### config.mk
export PLATFORM = sky130hd
export DESIGN_NAME = minsum_check_node
export DESIGN_NICKNAME = d
export VERILOG_FILES = /design/src/rtl/minsum_cn_pkg.sv /design/src/rtl/cn_v2c_sub.sv /design/src/rtl/cn_two_min.sv /design/src/rtl/cn_edge_store.sv /design/src/rtl/cn_emit.sv /design/src/rtl/minsum_check_node.sv
export SDC_FILE = /design/constraint.sdc
export NUM_CORES = 1
export LEC_CHECK = 0
export ABC_AREA = 1
export CORE_ASPECT_RATIO = 0.9
export CORE_MARGIN = 2
export CORE_UTILIZATION = 40
export DETAILED_ROUTE_END_ITERATION = 10
export PLACE_DENSITY_LB_ADDON = 0.15
export SETUP_SLACK_MARGIN = 0.02
export SYNTH_ARGS = -nofsm -noshare
export SYNTH_HDL_FRONTEND = slang
export SYNTH_SLANG_ARGS = --single-unit
export TNS_END_PERCENT = 100
### constraint.sdc
create_clock -name clk -period 7.29 [get_ports clk]
set_input_delay 2.187 -clock clk [delete_from_list [all_inputs] [get_ports clk]]
set_output_delay 2.187 -clock clk [all_outputs]
set_load 0.02 [all_outputs]
### src/rtl/minsum_cn_pkg.sv
package minsum_cn_pkg;

   typedef enum logic {
      PH_GATHER = 1'b0,
      PH_EMIT   = 1'b1
   } cn_phase_e;

   // Largest magnitude of a symmetric W-bit message.
   function automatic int unsigned cn_mag_limit(int unsigned w);
      return (32'd1 << (w - 1)) - 32'd1;
   endfunction

endpackage

### src/rtl/cn_v2c_sub.sv
module cn_v2c_sub #(
   parameter int unsigned W = 8
) (
   input  logic [W-1:0] app_i,
   input  logic [W-1:0] ctv_i,
   output logic [W-1:0] v2c_o,
   output logic         sign_o,
   output logic [W-2:0] mag_o
);
   localparam int unsigned LIM = minsum_cn_pkg::cn_mag_limit(W);
   localparam logic signed [W:0] POS_LIM = (W+1)'(LIM);
   localparam logic signed [W:0] NEG_LIM = -POS_LIM;

   logic signed [W:0] diff;
   logic [W-1:0]      neg_v;

   always_comb begin
      diff = $signed({app_i[W-1], app_i}) - $signed({ctv_i[W-1], ctv_i});
      if (diff > POS_LIM)
         v2c_o = POS_LIM[W-1:0];
      else if (diff < NEG_LIM)
         v2c_o = NEG_LIM[W-1:0];
      else
         v2c_o = diff[W-1:0];
      neg_v  = W'(0) - v2c_o;
      sign_o = v2c_o[W-1];
      mag_o  = v2c_o[W-1] ? neg_v[W-2:0] : v2c_o[W-2:0];
   end
endmodule

### src/rtl/cn_two_min.sv
module cn_two_min #(
   parameter int unsigned W       = 8,
   parameter int unsigned MAX_DEG = 32,
   localparam int unsigned IW     = (MAX_DEG > 1) ? $clog2(MAX_DEG) : 1
) (
   input  logic          clk,
   input  logic          rst_n,
   input  logic          clear_i,
   input  logic          upd_i,
   input  logic [W-2:0]  mag_i,
   input  logic          sign_i,
   input  logic [IW-1:0] idx_i,
   output logic [W-2:0]  min1_o,
   output logic [W-2:0]  min2_o,
   output logic [IW-1:0] min1_idx_o,
   output logic          parity_o
);
   localparam logic [W-2:0] TOP = '1;

   always_ff @(posedge clk) begin
      if (!rst_n || clear_i) begin
         min1_o     <= TOP;
         min2_o     <= TOP;
         min1_idx_o <= '0;
         parity_o   <= 1'b0;
      end else if (upd_i) begin
         parity_o <= parity_o ^ sign_i;
         if (mag_i < min1_o) begin
            min2_o     <= min1_o;
            min1_o     <= mag_i;
            min1_idx_o <= idx_i;
         end else if (mag_i < min2_o) begin
            min2_o <= mag_i;
         end
      end
   end
endmodule

### src/rtl/cn_edge_store.sv
module cn_edge_store #(
   parameter int unsigned W       = 8,
   parameter int unsigned MAX_DEG = 32,
   localparam int unsigned IW     = (MAX_DEG > 1) ? $clog2(MAX_DEG) : 1
) (
   input  logic          clk,
   input  logic          rst_n,
   input  logic          wr_en_i,
   input  logic [IW-1:0] wr_idx_i,
   input  logic [W-1:0]  wr_data_i,
   input  logic [IW-1:0] rd_idx_i,
   output logic [W-1:0]  rd_data_o
);
   logic [W-1:0] slot_q [MAX_DEG];

   for (genvar e = 0; e < MAX_DEG; e++) begin : g_slot
      logic [W-1:0] q;
      always_ff @(posedge clk) begin
         if (!rst_n)
            q <= '0;
         else if (wr_en_i && wr_idx_i == IW'(e))
            q <= wr_data_i;
      end
      assign slot_q[e] = q;
   end

   assign rd_data_o = slot_q[rd_idx_i];
endmodule

### src/rtl/cn_emit.sv
module cn_emit #(
   parameter int unsigned W = 8
) (
   input  logic [W-1:0] v2c_i,
   input  logic [W-2:0] min1_i,
   input  logic [W-2:0] min2_i,
   input  logic         is_min_edge_i,
   input  logic         parity_i,
   output logic [W-1:0] ctv_o,
   output logic [W-1:0] app_o
);
   localparam int unsigned LIM = minsum_cn_pkg::cn_mag_limit(W);
   localparam logic signed [W:0] POS_LIM = (W+1)'(LIM);
   localparam logic signed [W:0] NEG_LIM = -POS_LIM;

   logic [W-2:0]      excl;
   logic [W-2:0]      scaled;
   logic [W-1:0]      pos_ctv;
   logic              neg;
   logic signed [W:0] sum;

   always_comb begin
      excl    = is_min_edge_i ? min2_i : min1_i;
      scaled  = excl - (excl >> 2);
      pos_ctv = {1'b0, scaled};
      neg     = parity_i ^ v2c_i[W-1];
      ctv_o   = neg ? (W'(0) - pos_ctv) : pos_ctv;
      sum     = $signed({v2c_i[W-1], v2c_i}) + $signed({ctv_o[W-1], ctv_o});
      if (sum > POS_LIM)
         app_o = POS_LIM[W-1:0];
      else if (sum < NEG_LIM)
         app_o = NEG_LIM[W-1:0];
      else
         app_o = sum[W-1:0];
   end
endmodule

### src/rtl/minsum_check_node.sv
module minsum_check_node #(
   parameter int unsigned W       = 8,
   parameter int unsigned MAX_DEG = 32
) (
   input  logic         clk,
   input  logic         rst_n,
   input  logic         in_valid,
   output logic         in_ready,
   input  logic         in_last,
   input  logic [W-1:0] in_app,
   input  logic [W-1:0] in_ctv,
   output logic         out_valid,
   input  logic         out_ready,
   output logic         out_last,
   output logic [W-1:0] out_ctv,
   output logic [W-1:0] out_app
);
   import minsum_cn_pkg::*;

   localparam int unsigned IW = (MAX_DEG > 1) ? $clog2(MAX_DEG) : 1;
   localparam logic [IW-1:0] LAST_SLOT = IW'(MAX_DEG - 1);

   if (W < 4 || W > 16) begin : g_bad_width
      $error("minsum_check_node: W must lie in 4..16");
   end
   if (MAX_DEG < 2) begin : g_bad_degree
      $error("minsum_check_node: MAX_DEG must be at least 2");
   end

   cn_phase_e     phase_q;
   logic [IW-1:0] wr_cnt_q;
   logic [IW-1:0] last_idx_q;
   logic [IW-1:0] rd_cnt_q;

   logic          accept;
   logic          gather_done;
   logic          emit_fire;
   logic          emit_done;

   logic [W-1:0]  v2c_new;
   logic          v2c_sign;
   logic [W-2:0]  v2c_mag;
   logic [W-1:0]  v2c_rd;
   logic [W-2:0]  min1;
   logic [W-2:0]  min2;
   logic [IW-1:0] min1_idx;
   logic          parity;

   assign in_ready    = (phase_q == PH_GATHER);
   assign out_valid   = (phase_q == PH_EMIT);
   assign accept      = in_valid && in_ready;
   assign gather_done = accept && (in_last || wr_cnt_q == LAST_SLOT);
   assign out_last    = out_valid && (rd_cnt_q == last_idx_q);
   assign emit_fire   = out_valid && out_ready;
   assign emit_done   = emit_fire && out_last;

   always_ff @(posedge clk) begin
      if (!rst_n) begin
         phase_q    <= PH_GATHER;
         wr_cnt_q   <= '0;
         last_idx_q <= '0;
         rd_cnt_q   <= '0;
      end else begin
         if (gather_done) begin
            phase_q    <= PH_EMIT;
            last_idx_q <= wr_cnt_q;
            wr_cnt_q   <= '0;
            rd_cnt_q   <= '0;
         end else if (accept) begin
            wr_cnt_q <= wr_cnt_q + IW'(1);
         end
         if (emit_done) begin
            phase_q  <= PH_GATHER;
            rd_cnt_q <= '0;
         end else if (emit_fire) begin
            rd_cnt_q <= rd_cnt_q + IW'(1);
         end
      end
   end

   cn_v2c_sub #(.W(W)) u_sub (
      .app_i  (in_app),
      .ctv_i  (in_ctv),
      .v2c_o  (v2c_new),
      .sign_o (v2c_sign),
      .mag_o  (v2c_mag)
   );

   cn_two_min #(.W(W), .MAX_DEG(MAX_DEG)) u_min (
      .clk        (clk),
      .rst_n      (rst_n),
      .clear_i    (emit_done),
      .upd_i      (accept),
      .mag_i      (v2c_mag),
      .sign_i     (v2c_sign),
      .idx_i      (wr_cnt_q),
      .min1_o     (min1),
      .min2_o     (min2),
      .min1_idx_o (min1_idx),
      .parity_o   (parity)
   );

   cn_edge_store #(.W(W), .MAX_DEG(MAX_DEG)) u_store (
      .clk       (clk),
      .rst_n     (rst_n),
      .wr_en_i   (accept),
      .wr_idx_i  (wr_cnt_q),
      .wr_data_i (v2c_new),
      .rd_idx_i  (rd_cnt_q),
      .rd_data_o (v2c_rd)
   );

   cn_emit #(.W(W)) u_emit (
      .v2c_i         (v2c_rd),
      .min1_i        (min1),
      .min2_i        (min2),
      .is_min_edge_i (rd_cnt_q == min1_idx),
      .parity_i      (parity),
      .ctv_o         (out_ctv),
      .app_o         (out_app)
   );
endmodule

Word-level counts from Yosys, hierarchy flattened
Cells that the tools add are included.
Storage, ports and cells
  input port bits: 21
  logic and storage cells: 153
  register bits after elaboration: 292
Cells by class
  mux-type cells: 14
  equality and inequality tests: 33
  $add $sub $neg: 7
  magnitude comparators: 7
  bitwise operators: 5
  reduce and logical (&&, ||, !) cells: 47
Operators with widths (count)
  5-bit == test (second input constant): 16
  8-bit 2-to-1 mux: 7
  8-bit binary-select mux with 5-bit select: 1
  5-bit by 4-bit == test with 1-bit output (second input constant): 8
  1-bit logical AND: 37
  7-bit 2-to-1 mux: 4
  5-bit by 3-bit == test with 1-bit output (second input constant): 4
  9-bit by 8-bit > comparator with 1-bit output (second input constant): 2
  9-bit by 8-bit < comparator with 1-bit output (second input constant): 2
  7-bit < comparator: 2
  5-bit by 1-bit adder with 5-bit output (second input constant): 2
  5-bit by 2-bit == test with 1-bit output (second input constant): 2
  5-bit == test: 2
  5-bit 2-to-1 mux: 2
  8-bit by 8-bit adder with 9-bit output: 1
  8-bit by 8-bit subtractor with 9-bit output: 1
  1-bit by 7-bit subtractor with 8-bit output (first input constant): 1
  1-bit by 7-bit subtractor with 7-bit output (first input constant): 1
  7-bit by 5-bit subtractor with 7-bit output: 1
  6-bit >= comparator (second input constant): 1
  5-bit inverter with 6-bit output: 1
  5-bit by 1-bit == test with 1-bit output (second input constant): 1
  5-bit logical NOT: 1
  2-bit AND reduction: 2
  6 further kinds: 11

Depth between registers and ports, before layout
Gate-level depths: netlist of run 1.
  depth after elaboration: 10
  gate-level depth with buffers: 33
  mapped depth without buffers: 32

Modules after synthesis
A second synthesis of run 1 with hierarchy kept.
Second synthesis, totals
  cells, all modules: 2432
  area, all modules: 16017.9 um2
By module, submodules not included
  cn_edge_store: times used 1, cells an instance 1793, area an instance 12010.3 um2, seq. area each 5124.9 um2
  cn_two_min: times used 1, cells an instance 176, area an instance 1198.6 um2, seq. area each 400.4 um2
  cn_emit: times used 1, cells an instance 180, area an instance 1051.0 um2, seq. area each 0.0 um2
  cn_v2c_sub: times used 1, cells an instance 159, area an instance 895.9 um2, seq. area each 0.0 um2
  minsum_check_node: times used 1, cells an instance 124, area an instance 862.1 um2, seq. area each 320.3 um2

Worst setup path after synthesis of run 1
No wires, ideal clock.
  kind: input to register
  from: input port in_app[0]
  to: register u_min.min1_o[0]
  stages on the path: 30
  arrival: 6.329 ns
  path slack: 0.816 ns
  cells stage by stage: inv_1 > ha_1 > inv_1 > fa_1 > nand3_1 > nand3_1 > a21oi_1 > o21bai_1 > nand2_1 > a22oi_1 > buf_4 > inv_2 > nand2_1 > buf_2 > a21oi_1 > clkbuf_1 > ha_1 > nand2_1 > nand2_1 > nand2_1 > nand2_1 > inv_1 > ha_1 > a21oi_1 > nor2_1 > a211oi_1 > nand3_1 > clkbuf_1 > nand2_1 > o211ai_1
On the way
  word-level cells in the longest chain between the ends: 8
  elaborated cells between the ends (all ways): 9
  those cells by class: add/sub (2); order compare (3); mux (3); reduce/logical (1)
Ends and longest elaborated chain
  from (decl): RTL line minsum_check_node.sv:10  | input logic [W-1:0] in_app,
  8-bit by 8-bit subtractor with 9-bit output *: RTL line cn_v2c_sub.sv:18  | diff = $signed({app_i[W-1], app_i}) - $signed({ctv_i[W-1], ctv_i});
  9-bit by 8-bit < comparator with 1-bit output: RTL line cn_v2c_sub.sv:21  | else if (diff < NEG_LIM)
  8-bit 2-to-1 mux: RTL line cn_v2c_sub.sv:21
  8-bit 2-to-1 mux *: RTL line cn_v2c_sub.sv:19  | if (diff > POS_LIM)
  1-bit by 7-bit subtractor with 7-bit output: RTL line cn_v2c_sub.sv:25  | neg_v = W'(0) - v2c_o;
  7-bit 2-to-1 mux *: RTL line cn_v2c_sub.sv:27  | mag_o = v2c_o[W-1] ? neg_v[W-2:0] : v2c_o[W-2:0];
  via u_min.mag_i[4]: RTL line cn_two_min.sv:10  | input logic [W-2:0] mag_i,
  7-bit < comparator *: RTL line cn_two_min.sv:28  | if (mag_i < min1_o) begin
  2-bit AND reduction (no source line) *
  to (signal assigned): RTL line cn_two_min.sv:30  | min1_o <= mag_i;
  to (decl): RTL line cn_two_min.sv:13  | output logic [W-2:0] min1_o,
The timed path passes the listed nets; every way through them passes the cells marked *.
A chain may end at the register's enable or synchronous reset.

Final worst setup path of run 1
  from: register u_min.min1_idx_o[4]
  to: output port out_app[7]
On the way
  word-level cells in the longest chain between the ends: 9
  elaborated cells between the ends (all ways): 10
  those cells by class: add/sub (3); order compare (2); eq/ne (1); mux (4)
Ends and longest elaborated chain
  from (decl): RTL line cn_two_min.sv:15  | output logic [IW-1:0] min1_idx_o,
  from (signal assigned): RTL line cn_two_min.sv:31  | min1_idx_o <= idx_i;
  5-bit == test *: RTL line minsum_check_node.sv:117  | .is_min_edge_i (rd_cnt_q == min1_idx),
  7-bit 2-to-1 mux *: RTL line cn_emit.sv:23  | excl = is_min_edge_i ? min2_i : min1_i;
  7-bit by 5-bit subtractor with 7-bit output *: RTL line cn_emit.sv:24  | scaled = excl - (excl >> 2);
  1-bit by 7-bit subtractor with 8-bit output: RTL line cn_emit.sv:27  | ctv_o = neg ? (W'(0) - pos_ctv) : pos_ctv;
  8-bit 2-to-1 mux *: RTL line cn_emit.sv:27
  8-bit by 8-bit adder with 9-bit output *: RTL line cn_emit.sv:28  | sum = $signed({v2c_i[W-1], v2c_i}) + $signed({ctv_o[W-1], ctv_o});
  9-bit by 8-bit < comparator with 1-bit output: RTL line cn_emit.sv:31  | else if (sum < NEG_LIM)
  8-bit 2-to-1 mux: RTL line cn_emit.sv:31
  8-bit 2-to-1 mux *: RTL line cn_emit.sv:29  | if (sum > POS_LIM)
  to (decl): RTL line minsum_check_node.sv:16  | output logic [W-1:0] out_app
Mark *: on every way between the ends. The rest lies on a longest branch, timed or not.

==> results of run 1 <==
-- Yosys cell counts (all sizes together) --
cell type,n,area [um^2]
a21oi,307,1540
clkinv,2,7.51
o221ai,8,70.1
nand2,277,1090
o21ai,360,1800
nand3b,2,15.0
nor4,1,6.26
buf,22,113
xnor2,5,43.8
a211oi,2,15.0
fa,2,40.0
ha,40,500
a221oi,1,8.76
nand3,96,505
clkbuf,129,484
or2,4,25.0
o2bb2ai,1,8.76
a31o,2,17.5
inv,230,863
a22oi,2,15.0
nor3,3,15.0
dfxtp,292,5850
xor2,19,181
nand4,20,138
o31ai,1,7.51
a31oi,1,6.26
nor2,162,641
a32o,8,80.1
o21bai,2,15.0
o22ai,34,213
o211ai,48,360
-- registers in the layout, summed over array words and instances (netlist names) --
signal	flops
u_min.min2_o	7
last_idx_q	5
u_min.min1_idx_o	5
u_min.min1_o	7
u_store.g_slot.q	256
rd_cnt_q	5
wr_cnt_q	5
u_min.parity_o	1
out_valid	1
-- kinds of logic (layout without fill, tap and decap cells) --
group | after synthesis | after routing
AO/OA/AOI/OAI | 777 | 777
XOR/XNOR | 24 | 24
adder cells (fa/ha/maj) | 42 | 42
AND/OR/NAND/NOR | 565 | 566
flip-flops | 292 | 292
buffers and inverters | 383 | 384
-- final cells by class --
class,count,area [um^2]
Sequential cell,292,5850
Multi-Input combinational cell,1409,7430
Tap cell,476,596
Clock buffer,50,1040
Inverter,232,876
Fill cell,3645,19400
Timing Repair Buffer,93,841
Clock inverter,9,101
-- power by group through the flow --
stage	combinational (mW)	clock [mW]	sequential, mW
floorplan	1.94	0	1.71
global placement	2.88	0	1.72
detailed placement	2.89	0	1.72
CTS	2.86	1.78	1.69
global route	3.13	1.85	1.69
finish	2.84	1.75	1.69
-- layer usage --
metal / vias up / GRT usage (%) / part of all wire (%)
met3: 70 / 3.06 / 5.1
li1: 6990 / - / -
met2: 392 / 36.2 / 44
met4: 0 / 6.14 / 2.1
met1: 6559 / 34.1 / 49
met5: - / 0 / 0
-- tightest hold or removal path, cell delays in order (launching register included) --
cell     delay (ns)
dfxtp_1        0.31
inv_1          0.07
a21oi_1        0.06
-- cells in the final DEF, fill, tap and decap left out, types with 6 or more instances in the layout --
| cell | instances |
|---|---|
| a21oi_1 | 303 |
| a32o_1 | 8 |
| buf_2 | 7 |
| buf_4 | 46 |
| clkbuf_1 | 6 |
| clkbuf_16 | 38 |
| clkbuf_8 | 7 |
| clkdlybuf4s50_1 | 31 |
| dfxtp_1 | 290 |
| ha_1 | 40 |
| inv_1 | 224 |
| nand2_1 | 256 |
| nand2_2 | 21 |
| nand3_1 | 91 |
| nand4_1 | 18 |
| nor2_1 | 155 |
| o211ai_1 | 48 |
| o21ai_0 | 354 |
| o221ai_1 | 8 |
| o22ai_1 | 34 |
| xor2_1 | 16 |
-- repair_timing --
action | 4_1_cts | 5_1_grt
pin swaps | 0 | 5
gates cloned | 0 | 3
resized for setup | 22 | 22
setup buffers | 0 | 12
setup endpoints to repair | 7 | 8
-- final timing paths --
| check | from | end | slack (ns) | depth (start not counted) |
|---|---|---|---|---|
| hold / removal | u_min.min1_idx_o[1] | u_min.min1_idx_o[1] | 0.48 | 2 |
| setup reg to reg | out_valid | u_store.g_slot[13].q[0] | 4.41 | 8 |
| hold reg to reg | u_min.min1_idx_o[1] | u_min.min1_idx_o[1] | 0.48 | 2 |
| setup / recovery | u_min.min1_idx_o[4] | out_app[7] | 0.33 | 22 |
==> run metrics, run 1 <==
result of the run=complete, no violations; crit path max fanout=11; Initial Util=40.6%; Int Pwr=3.71 mW; sequential power share=~27%; layout cells sized above 1=between 8 and 9%; Logic pwr share=45.2%; antenna-violating nets left=0; CTS Sinks=292; main combinational cell family by area after synthesis=compound AO/OA/AOI/OAI gates; hpwl dp=28,200 um; core area=36,200 um^2; final hold vios=0; CP required=5.10 ns; CP endpoint kind=output pin; initial antenna violation count=0; Cells after Synth=2,083; Via-to-Cell Ratio=5.47; Arr. time, crit path=between 4 and 5 ns; Hold Buf Count CTS=0; post-route clock period utilization=a little over nine tenths; Finish-stage setup viols=0; gr ovfl total=0; final instance area=16,700 um^2; largest net degree at the start of global routing=85; Syn Nets=2,146; vias in the first global route=12,500; Finished Layout Cells=2,561; std cell rows=66; GR Util All Layers=23.4%; sw frac=41.0%; Adder-Cell Fraction of Synth Area=3.68%; WS Path Type=flop to output pin; Die Y=186 um; I/O Pins=40; P&R area growth vs syn=14.1%; fmax=0.144 GHz; ordered list of cells on the worst path=xnor2_2 > buf_4 > nand4_1 > nand2_2 > ha_1 > inv_1 > ha_1 > inv_1 > nand2_2 > xor2_2 > inv_2 > o21ai_0 > xor2_1 > ha_1 > a21oi_1 > o21ai_1 > a21oi_1 > o21ai_0 > a21oi_1 > nand3_2 > nand2_2 > clkdlybuf4s50_1; Total Negative Setup Slacks=0 ns; Post-Synth XOR/XNOR Area=1.53%; routed length per instance=17.6 um; Synth Area per Inst=7.04 um^2; post-synthesis compound-gate area fraction=28.3%; Crit path buffers/inverters=5; Synth warnings=0; first-pass GRT wire length=70,800 um; Final Worst Setup Slack=between 0.3 and 0.4 ns; RSZ-0062 raised after global routing=false; clk buf depth=3; Clk pwr share=27.9%; Synth cell types=44; Syn Std Cell Area=14,700 um^2; CTS root buffer=clkbuf_16; Fin Hold WS=0.476 ns; pwr dens=376 nW/um^2; NetSw=2.58 mW; slowest stage delay, CP=0.60 ns; Hold Path Class=flop to flop; final WL=45,200 um; Die ar.=38,200 um^2; worst skew pair latency=between 0.5 and 0.6 ns; mux cell area share after synthesis=0%; Leak=7.13 nW; total power=between 6 and 7 mW; Antenna diodes=0; initial DRC count=1,158; fin crit period=6.96 ns; CTS tree=done; final core occ=46.3%; Via Count=14,000; sequential fraction of the synthesis area=39.8%; Setup Skew=0.0212 ns; Final GP Congestion=0.870; Place WS=roughly 0.18 ns; Slew headroom=21.7%; die width=206 um; VDD IR-drop max=0.337 mV; fin nets=between 2,000 and 2,500; Slew @ Worst Pin=between 1 and 1.5 ns; post-synthesis simple-gate area fraction=16.6%; synthesized flop and latch total=292; IO Port Bufs=39; DP Area=15,400 um^2; H-tree Lvls=2; First-pass DRT Iterations=5; CTS buffer count=34; Clock Pin Slew Worst Setup and Hold Paths=roughly 0.060 ns; Final Max Tran Viols=0; dpl cells=2,487; delay-heaviest family, CP=buffers and inverters; DRC=0; Worst path slowest cell=clkdlybuf4s50_1; CP startpoint kind=flop; Max Cap Viol=0
Power figures use the tool's default switching activity.
==> run 2: changes to the inputs <==
--- a/config.mk
+++ b/config.mk
@@ -10,8 +10,10 @@
 export CORE_MARGIN = 2
 export CORE_UTILIZATION = 40
 export DETAILED_ROUTE_END_ITERATION = 10
+export HOLD_SLACK_MARGIN = 0.06
 export PLACE_DENSITY_LB_ADDON = 0.15
 export SETUP_SLACK_MARGIN = 0.02
+export SLEW_MARGIN = 30
 export SYNTH_ARGS = -nofsm -noshare
 export SYNTH_HDL_FRONTEND = slang
 export SYNTH_SLANG_ARGS = --single-unit
==> run 2 against run 1 <==
Against the previous run:
- register-to-register slack lost 0.03 ns
- cell count decreased by 0.23%
- critical path depth increased by 5
- hold slack got worse by 0.0043 ns
- die area is the same
- first-iteration DRC count shrank 0.95%
- combinational power about the same
- routed wire length decreased by 1.4%
- total power down 0.89%
- flip-flop and latch count is the same
==> run metrics, run 2 (synthesis gave the netlist of run 1 again) <==
CTS buffer count=35 (was 34); WS Path Type=flop to output pin (unchanged); Hold Buf Count CTS=0 (unchanged); Finish-stage setup viols=0 (unchanged); Leak=7.08 nW (was 7.13 nW); largest net degree at the start of global routing=85 (unchanged); Global Route met2 Usage=36.5% (was 36.2%); gr ovfl total=0 (unchanged); Regs by FF count=u_store.g_slot.q: 256 flops, u_min.min1_o: 7 flops, u_min.min2_o: 7 flops (unchanged); CP endpoint kind=output pin (unchanged); Top Usage Layer GRT=met2 (unchanged); P&R area growth vs syn=13.6% (was 14.1%); CP startpoint kind=flop (unchanged); die width=206 um (unchanged); Fin Hold WS=0.472 ns (was 0.476 ns); Hold Path Class=flop to flop (unchanged); H-tree Lvls=2 (unchanged); CTS tree=done (unchanged); DRC=0 (unchanged); First-pass DRT Iterations=5 (unchanged); first-pass GRT wire length=70,400 um (was 70,800 um); final WL=44,500 um (was 45,200 um); I/O Pins=40 (unchanged); Antenna diodes=0 (unchanged); Worst path slowest cell=dfxtp_1 (was clkdlybuf4s50_1); total power=6.23 mW (was 6.29 mW); Final Max Tran Viols=0 (unchanged); slowest stage delay, CP=0.33 ns (was 0.60 ns); initial DRC count=1,147 (was 1,158); Die Y=186 um (unchanged); Die ar.=38,200 um^2 (unchanged); Slew headroom=36.5% (was 21.7%); Arr. time, crit path=4.70 ns (was 4.77 ns); initial antenna violation count=0 (unchanged); most frequent cells in the layout=353 x o21ai_0, 303 x a21oi_1, 290 x dfxtp_1 (was 354 x o21ai_0, 303 x a21oi_1, 290 x dfxtp_1); Via-to-Cell Ratio=5.42 (was 5.47); layout cells sized above 1=8.95% (was 8.35%); met1 usage=33.7% (was 34.1%); Clock Pin Slew Worst Setup and Hold Paths=0.06 ns (about the same); CP required=5.10 ns (about the same); final core occ=46.1% (was 46.3%); leading cell type in the layout, fill and taps excluded=o21ai_0 (unchanged); pwr dens=374 nW/um^2 (was 376 nW/um^2); post-route clock period utilization=94.4% (was 95.5%); fin crit period=6.88 ns (was 6.96 ns); Total Negative Setup Slacks=0 ns (unchanged); clk buf depth=3 (unchanged); fin nets=2,120 (was 2,125); routed length per instance=17.4 um (was 17.6 um); crit path max fanout=11 (unchanged); VDD IR-drop max=0.339 mV (was 0.337 mV); Max Cap Viol=0 (unchanged); Initial Util=40.6% (unchanged); Final GP Congestion=0.870 (unchanged); hpwl dp=28,400 um (was 28,200 um); vias in the first global route=12,500 (about the same); fmax=0.145 GHz (was 0.144 GHz); Via Count=13,800 (was 14,000); worst skew pair latency=0.52 ns (about the same); result of the run=complete, no violations (unchanged); Largest register FFs=256 (unchanged); std cell rows=66 (unchanged); final hold vios=0 (unchanged); met3 Use GR=2.82% (was 3.06%); core area=36,200 um^2 (unchanged); Slew @ Worst Pin=0.948 ns (was 1.17 ns); GR Util All Layers=23.3% (was 23.4%); Setup Skew=0.0146 ns (was 0.0212 ns); CTS Sinks=292 (unchanged); largest reg by FF count=u_store.g_slot.q (unchanged); antenna-violating nets left=0 (unchanged); IO Port Bufs=39 (unchanged); CTS root buffer=clkbuf_16 (unchanged); RSZ-0062 raised after global routing=true (was false); Worst path most repeated cell=nand2_1
==> run 2: cell count changes in the layout (fill, tap and decap cells not counted), sizes merged <==
cell and change:
dlymetal6s2s +1, buf -8, nand3 -1, clkdlybuf4s50 -1
clkbuf +5, clkinv -1, bufinv -1
==> run 2: cell type report <==
class | count | area [um^2]
sequential | 292 | 5850
clock inverter | 7 | 62.6
fill | 3642 | 19500
multi-input combinational | 1408 | 7460
inverter | 232 | 873
timing repair buffer | 88 | 772
tap | 476 | 596
clock buffer | 52 | 1050
==> run 2: repair_timing <==
action                                  CTS  global route
endpoints found under the setup margin    7             8
setup buffers                             0             9
gates resized for setup                  10            26
gates cloned                              0             0
pin swaps                                 0             3
==> run 2: where the power goes <==
part | total, mW | internal [mW] | switching (mW)
Sequential | 1.69 | 1.64 | 0.0430
Clock | 1.70 | 1.03 | 0.669
Combinational | 2.84 | 1.01 | 1.84
==> run 2: routing by layer <==
layer | wire length, um | vias to the layer above | share of wire (%)
li1 | - | 6966 | -
met1 | 21400 | 6455 | 48
met2 | 19500 | 371 | 44
met3 | 2590 | 51 | 5.8
met4 | 931 | 0 | 2.1
met5 | 0 | - | 0
==> run 2: per-stage QoR <==
stage               worst slack [ns]  area (um^2)  instances
CTS                           0.0243        16600       2546
floorplan                      0.816        14700       2083
detailed placement             0.190        15400       2487
global route               0.0000298        16700       2555
global placement               0.338        15400       2487
finish                         0.406        16700       2555
==> run 2: final timing paths <==
| path | to | start | slack, ns | depth (start not counted) |
|---|---|---|---|---|
| worst min register to register | u_min.min1_idx_o[2] | u_min.min1_idx_o[2] | 0.47 | 2 |
| worst min-delay path | u_min.min1_idx_o[2] | u_min.min1_idx_o[2] | 0.47 | 2 |
| worst max-delay path | out_app[4] | rd_cnt_q[4] | 0.41 | 27 |
| worst max register to register | u_store.g_slot[6].q[0] | out_valid | 4.38 | 8 |
==> run 2: critical path, delay by kind of cell, from the launching register on <==
kind,cells,cell delay (ns)
simple gates,12,1.29
fa+ha+maj,4,1.02
buf+inv,6,0.71
compound gates,4,0.52
flops,1,0.33
xor+xnor,1,0.30
